**config.mk**
```make
export PLATFORM = sky130hd
export DESIGN_NAME = flash_cmd_engine
export DESIGN_NICKNAME = d
export VERILOG_FILES = /design/src/rtl/flash_cmd_engine.sv
export SDC_FILE = /design/constraint.sdc
export NUM_CORES = 1
export LEC_CHECK = 0
export ABC_CLOCK_PERIOD_IN_PS = 6900
export BUFFER_PORTS_ARGS = -buffer_cell sky130_fd_sc_hd__buf_2
export CORE_ASPECT_RATIO = 1.5
export CORE_UTILIZATION = 45
export DETAILED_ROUTE_END_ITERATION = 10
export GPL_TIMING_DRIVEN = 0
export SETUP_SLACK_MARGIN = 0.1
export SYNTH_ARGS = -nofsm -noshare
export SYNTH_HDL_FRONTEND = slang
export SYNTH_SLANG_ARGS = --single-unit
```
**constraint.sdc**
```tcl
create_clock -name clk -period 6.9 [get_ports clk]
set_clock_uncertainty 0.2 [all_clocks]
set_input_delay 2.07 -clock clk [delete_from_list [all_inputs] [get_ports clk]]
set_output_delay 2.07 -clock clk [all_outputs]
set_load 0.1 [all_outputs]
```
**src/rtl/flash_cmd_engine.sv**
```systemverilog
module flash_cmd_engine #(
  parameter int AW           = 16,
  parameter int SECT_LSB     = 12,
  parameter int OFF_BITS     = 2,
  parameter int PROG_CYCLES  = 8,
  parameter int ERASE_CYCLES = 64
) (
  input  logic          clk,
  input  logic          rst_n,
  input  logic          ce_n,
  input  logic          we_n,
  input  logic          oe_n,
  input  logic [AW-1:0] addr,
  input  logic [7:0]    din,
  output logic [7:0]    dout
);
  localparam int SB    = AW - SECT_LSB;
  localparam int IW    = SB + OFF_BITS;
  localparam int DEPTH = 1 << IW;
  localparam int CMAX  = (ERASE_CYCLES > PROG_CYCLES) ? ERASE_CYCLES : PROG_CYCLES;
  localparam int CW    = $clog2(CMAX + 1);

  typedef enum logic [2:0] {S_IDLE, S_U1, S_U2, S_PGM, S_E1, S_E2, S_E3} st_t;

  st_t           st;
  logic [7:0]    mem [DEPTH];
  logic [AW-1:0] wa;
  logic [7:0]    pdata;
  logic [CW-1:0] cnt;
  logic          is_erase, tog, wr_q, rd_q;

  wire wr     = ~ce_n & ~we_n;
  wire rd     = ~ce_n & ~oe_n;
  wire wr_beg = wr & ~wr_q;
  wire wr_end = ~wr & wr_q;
  wire busy   = cnt != '0;
  wire at_a   = wa == AW'(16'h5555);
  wire at_b   = wa == AW'(16'h2AAA);
  wire [IW-1:0] ridx = {addr[AW-1:SECT_LSB], addr[OFF_BITS-1:0]};
  wire [IW-1:0] widx = {wa[AW-1:SECT_LSB], wa[OFF_BITS-1:0]};

  assign dout = !rd ? 8'h00 :
                busy ? {(is_erase ? 1'b0 : ~pdata[7]), tog, 6'b0} : mem[ridx];

  always_ff @(posedge clk or negedge rst_n) begin
    if (!rst_n) begin
      st <= S_IDLE; wa <= '0; pdata <= '0; cnt <= '0;
      is_erase <= 1'b0; tog <= 1'b0; wr_q <= 1'b0; rd_q <= 1'b0;
      for (int i = 0; i < DEPTH; i++) mem[i] <= 8'hFF;
    end else begin
      wr_q <= wr;
      rd_q <= rd;
      if (rd_q && !rd && busy) tog <= ~tog;
      if (wr_beg) wa <= addr;
      if (busy) cnt <= cnt - 1'b1;
      else if (wr_end) begin
        st <= S_IDLE;
        case (st)
          S_IDLE: if (at_a && din == 8'hAA) st <= S_U1;
          S_U1:   if (at_b && din == 8'h55) st <= S_U2;
          S_U2:   if (at_a && din == 8'hA0) st <= S_PGM;
                  else if (at_a && din == 8'h80) st <= S_E1;
          S_PGM: begin
            mem[widx] <= din;
            pdata     <= din;
            is_erase  <= 1'b0;
            cnt       <= CW'(PROG_CYCLES);
          end
          S_E1:   if (at_a && din == 8'hAA) st <= S_E2;
          S_E2:   if (at_b && din == 8'h55) st <= S_E3;
          S_E3:   if (din == 8'h30) begin
            for (int i = 0; i < (1 << OFF_BITS); i++)
              mem[{wa[AW-1:SECT_LSB], OFF_BITS'(i)}] <= 8'hFF;
            is_erase <= 1'b1;
            cnt      <= CW'(ERASE_CYCLES);
          end
          default: st <= S_IDLE;
        endcase
      end
    end
  end
endmodule


```
==> flow_summary.ini, run 1 <==
[run_status]
status = finished, final reports clean

[worst_setup_path]
r2r_slack_ns = 2.37
cp-endpoint = dout[5]
start_kind = input port
cp-startpoint = addr[0]
endpoint_kind = output port
timing.rr.start = cnt[2]
crit_fanout = 10
timing.rr.end = mem[157]
r2r_cells = 6
cp_data_required_time_ns = 4.63
arrival_ns = 4.56
worstSetupPathType = input port to output port

[final_layout]
antenna_cells = 0
stdcell_area_um2 = 28480
area_growth_pct = 15.38
final_cell_mix = a2bb2oi_1, dfstp_2, mux4_2
drive_above_1_share_pct = 50.52
fillers = 4513
fin_cells = 2520
final_net_count = 1820

[yosys]
yosysWarnings = 0
ys_seq_elements = 543
netlist_instances = 1695
synthArstFlopShare_pct = 100.0
synth_edf_count = 0
synth.avg_cell_area_um2 = 14.56
ys_types = 50
synthesis.nets = 1726
synth_seq_area_share_pct = 57.65
synth_area_um2 = 24680
ys.flop_type = dfstp_2

[placed_design]
postPlaceCellArea_um2 = 25940
hpwlAfterDp_um = 66610
port_buffers = 31
place_congestion = 0.9985
dp.cells = 2419

[pwr]
power.density_nw_per_um2 = 243.0
power_mw = 6.920
p_leak_nw = 10.33
ir_worst_vdd_mv = 0.1690

[grt]
grt_pass1_wl_um = 138600
grt-ovfl-total = 0
grt-busiest-layer = met2
track_usage_pct = 35.15
grt_use_met3_pct = 7.742
met1_usage_pct = 41.75
grt_max_degree = 130
first_global_vias = 18650
met2_usage_pct = 56.21
antenna_found_initial = 2

[routing]
wire_per_inst_um = 38.57
drt_wl_total_um = 97200
drt_iter0_markers = 1816
drc = 0
ant_nets = 0
num_vias = 17990
viasPerCell = 7.140
firstDrtPassIters = 8

[floorplanning]
fp.dieW_um = 193.2
die_y_um = 288.8
fp.dieArea_um2 = 55810
initial_core_util_pct = 45.81
num_io_pins = 37
rows = 104
coreArea_um2 = 53870

[sta]
hold_viol = 0
drv_slew = 0
tightest_slew_ns = 1.474
setup_viol = 0
slew_headroom_pct = 1.338
timing.final.crit_share_pct = 98.93
rsz0062_at_grt = yes
fmax_mhz = 146.5
finalCriticalPeriod_ns = 6.826

[clock_tree]
hold_buffers = 0
cts_tree = built
ctsRootBufferMaster = clkbuf_16
path_clk_slew_ns = 0.06
h-tree-depth = 2
clock_latency_ns = 0.61
cts_buffer_depth = 3
cts_buffers = 52
clock-sinks = 543

[hold_path]
min_path_type = flip-flop to flip-flop

[flow_run]
cap_violations = 0
-- how the worst min path moves through the flow --
stage	from	end	slack, ns	cells after the start
finish	cnt[5]	cnt[5]	0.27	1
global route	cnt[5]	cnt[5]	0.29	1
CTS	cnt[5]	cnt[5]	0.28	1
detailed placement	cnt[5]	cnt[5]	0.26	1
global placement	tog	tog	0.26	1
floorplan	cnt[5]	cnt[5]	0.23	1
-- where the power goes --
part | internal (mW) | switching [mW]
clock | 1.85 | 1.30
combinational | 0.137 | 0.390
sequential | 3.22 | 0.0221
-- cells by family after synthesis --
| logic type | Yosys count | synth area share (%) |
|---|---|---|
| AO/OA/AOI/OAI | 570 | 19.83 |
| flip-flops | 543 | 57.65 |
| AND/OR/NAND/NOR | 245 | 5.064 |
| multiplexers | 191 | 14.96 |
| buffers and inverters | 141 | 2.291 |
| XOR/XNOR | 3 | 0.1065 |
| adder cells (fa/ha/maj) | 2 | 0.1014 |
-- worst max-delay path: stages --
cell     delay (ns)
buf_4          0.20
buf_12         0.18
buf_8          0.24
mux4_2         0.57
mux4_2         0.61
mux2i_4        0.26
o22ai_4        0.14
buf_4          0.25
-- layer usage --
layer	vias to the layer above	wire length, um	share of wire, %
li1	6932	-	-
met1	9662	34540	36
met2	1062	45950	47
met3	333	8087	8.3
met4	4	8596	8.8
met5	-	22	0.023
-- metrics by stage --
stage / hold WS, ns / utilization (%) / setup TNS (ns) / setup slack [ns]
finish: 0.2738 / 52.86 / 0 / 0.07415
global route: 0.2864 / 52.86 / 0 / 0.09047
CTS: 0.2757 / 52.58 / 0 / 0.01545
detailed placement: 0.2576 / 48.15 / -15.98 / -2.373
global placement: 0.2608 / 47.91 / -1992.06 / -6.854
floorplan: 0.2333 / - / 0 / 0.1077
-- layout make-up --
class                           instances  area [um2]  area share, %
Clock buffer                           78        1580          5.549
Sequential cell                       543       14230          49.96
Tap cell                              689       862.1          3.027
Inverter                                4       15.01        0.05272
Buffer                                137       958.4          3.366
Timing Repair Buffer                   40       372.9          1.309
Clock inverter                         18       289.0          1.015
Multi-Input combinational cell       1011       10170          35.72
-- cell usage after synthesis, types with 3 or more instances --
| cell | number | area, um2 |
|---|---|---|
| nor3_1 | 9 | 45.04 |
| nor2b_1 | 15 | 93.84 |
| mux4_2 | 140 | 3153 |
| inv_1 | 4 | 15.01 |
| a21oi_1 | 8 | 40.04 |
| o21ai_0 | 11 | 55.05 |
| nor2_1 | 89 | 334.1 |
| dfrtp_1 | 31 | 775.7 |
| nor3b_1 | 3 | 22.52 |
| buf_1 | 14 | 52.55 |
| o22ai_1 | 4 | 25.02 |
| nor2_2 | 33 | 206.5 |
| or4b_1 | 3 | 30.03 |
| nand3_1 | 21 | 105.1 |
| a211oi_1 | 9 | 67.56 |
| o31ai_1 | 3 | 22.52 |
| buf_2 | 29 | 145.1 |
| nand2_1 | 36 | 135.1 |
| mux2_2 | 23 | 259.0 |
| a2bb2oi_1 | 512 | 4484 |
| or4b_2 | 3 | 30.03 |
| o211ai_1 | 6 | 45.04 |
| nand2b_1 | 7 | 43.79 |
| nor4_1 | 4 | 25.02 |
| clkbuf_1 | 94 | 352.8 |
| a22oi_1 | 7 | 52.55 |
| dfstp_2 | 512 | 13450 |
| nor4bb_1 | 4 | 40.04 |
| mux2i_1 | 28 | 280.3 |
-- state kept, by name (all words and copies together), names as in the netlist --
register and count:
st 3, mem 512, cnt 7, is_erase 1, tog 1, rd_q 1
wa 16, pdata 1, wr_q 1
-- timing repair --
item,CTS,global route
setup buffers,4,0
pin swaps,3,4
gates resized for setup,161,31
gates cloned,0,1
setup endpoints to repair,8,7
(Power assumes the default switching activity.)
==> run 2: changes to the inputs <==
- ABC_CLOCK_PERIOD_IN_PS: 6900 -> 7190
- CORE_MARGIN: not set -> 8
- clock period: 6.9 -> 7.19 ns (I/O delays scaled with it)
==> flow_summary.ini, run 2 (synthesized netlist as in run 1, its figures left out) <==
[clock_tree]
cts_buffers = 53
clock_latency_ns = 0.61
path_clk_slew_ns = 0.06
h-tree-depth = 2
hold_buffers = 0
clock-sinks = 543
cts_buffer_depth = 3
cts_tree = built
ctsRootBufferMaster = clkbuf_16

[sta]
hold_viol = 0
rsz0062_at_grt = yes
finalCriticalPeriod_ns = 7.120
slew_headroom_pct = -3.449
fin_ws_ns = 0.06984
drv_slew = 8
setup_viol = 0
tightest_slew_ns = 1.546
timing.final.crit_share_pct = 99.03
fmax_mhz = 140.4

[placed_design]
hpwlAfterDp_um = 66860
postPlaceCellArea_um2 = 25920
port_buffers = 31
dp.cells = 2426
place_congestion = 0.9883
place_ws_ns = -2.269

[routing]
ant_nets = 0
num_vias = 17890
firstDrtPassIters = 7
drt_wl_total_um = 97270
wire_per_inst_um = 38.54
drt_iter0_markers = 1817
drc = 0
viasPerCell = 7.089

[worst_setup_path]
slowest_stage = o211ai_1
critPathMaxStageDelay_ns = 0.38
arrival_ns = 4.76
endpoint_kind = output port
r2r_slack_ns = 2.64
timing.rr.start = cnt[3]
start_kind = input port
cp_num_cells = 10
path_delay_family = buffers and inverters
path_cells = buf_2 -> buf_4 -> buf_6 -> buf_6 -> mux4_2 -> mux2i_2 -> o22ai_1 -> o211ai_1 -> a21oi_4 -> buf_4
cp-startpoint = addr[12]
timing.rr.end = mem[284]
worstSetupPathType = input port to output port
crit_fanout = 10
r2r_cells = 6
cp-endpoint = dout[3]
path_buf_inv = 5
cp_data_required_time_ns = 4.83

[pwr]
p_leak_nw = 10.24
power_mw = 6.564
power.density_nw_per_um2 = 233.1
ir_worst_vdd_mv = 0.1632

[grt]
antenna_found_initial = 0
track_usage_pct = 30.91
grt_max_degree = 130
grt-ovfl-total = 0
grt_pass1_wl_um = 139700
first_global_vias = 18840

[final_layout]
reg_top3 = mem (512), wa (16), cnt (7)
final_util_pct = 51.65
drive_above_1_share_pct = 50.03
top_register = mem
stdcell_area_um2 = 28160
final_cell_mix = a2bb2oi_1, dfstp_2, mux4_2
area_growth_pct = 14.09
final_net_count = 1819
fillers = 4547
fin_cells = 2524
antenna_cells = 0
largest_reg_flops = 512

[floorplanning]
rows = 105
initial_core_util_pct = 45.27
fp.dieW_um = 207.2
fp.dieArea_um2 = 62750
die_y_um = 302.8
coreArea_um2 = 54520
num_io_pins = 37

[hold_path]
min_path_type = flip-flop to flip-flop
holdPathStages = 1

[flow_run]
cap_violations = 1

[run_status]
violations = capacitance limit, slew limit
status = finished with violations
==> run 2: layer usage <==
metal	track usage, %	vias to the layer above	part of all wire, %
li1	-	6946	-
met3	6.615	363	7.9
met1	35.94	9538	36
met5	0	-	0
met4	26.14	0	9.9
met2	48.92	1046	47
==> run 2: metrics by stage <==
stage	TNS, ns	hold slack, ns
final	0	0.2776
after CTS	0	0.2769
after global placement	-1875.27	0.2587
after detailed placement	-15.00	0.2601
after global routing	0	0.2895
after floorplan	-0.3508	0.2333
==> run 2: final cells by class <==
cell class                 instances  area [um2]  area share, %
clock inverter                    21       242.7         0.8620
tap                              695       869.6          3.088
multi-input combinational       1011       10040          35.65
inverter                           4       15.01        0.05332
clock buffer                      75        1580          5.612
sequential                       543       14230          50.53
timing repair buffer              38       332.8          1.182
buffer                           137       849.6          3.017
==> run 2: power by group <==
group | switching, mW | total (mW) | internal, mW
Sequential | 0.0204 | 3.11 | 3.09
Combinational | 0.368 | 0.488 | 0.120
Clock | 1.26 | 2.97 | 1.71
Total | 1.65 | 6.56 | 4.92
==> run 2: repair_timing <==
item                       in CTS  in global routing
pin swaps                       2                  3
buffers inserted                2                  0
gates resized for setup       138                 15
setup endpoints to repair       8                  8
==> run 2: worst min-delay path by stage <==
stage,start,endpoint
2_1_floorplan,cnt[5],cnt[5]
3_3_place_gp,tog,tog
3_5_place_dp,cnt[5],cnt[5]
4_1_cts,tog,tog
5_1_grt,tog,tog
6_report,cnt[5],cnt[5]
==> run 2: worst register-to-register path, cell delays in order, from the launching register on <==
cell and delay (ns):
dfrtp_1 0.42, or4_1 0.64, nor4_2 0.62, nand2_1 0.36, nor2_1 1.00, clkbuf_1 1.01, a2bb2oi_1 0.16
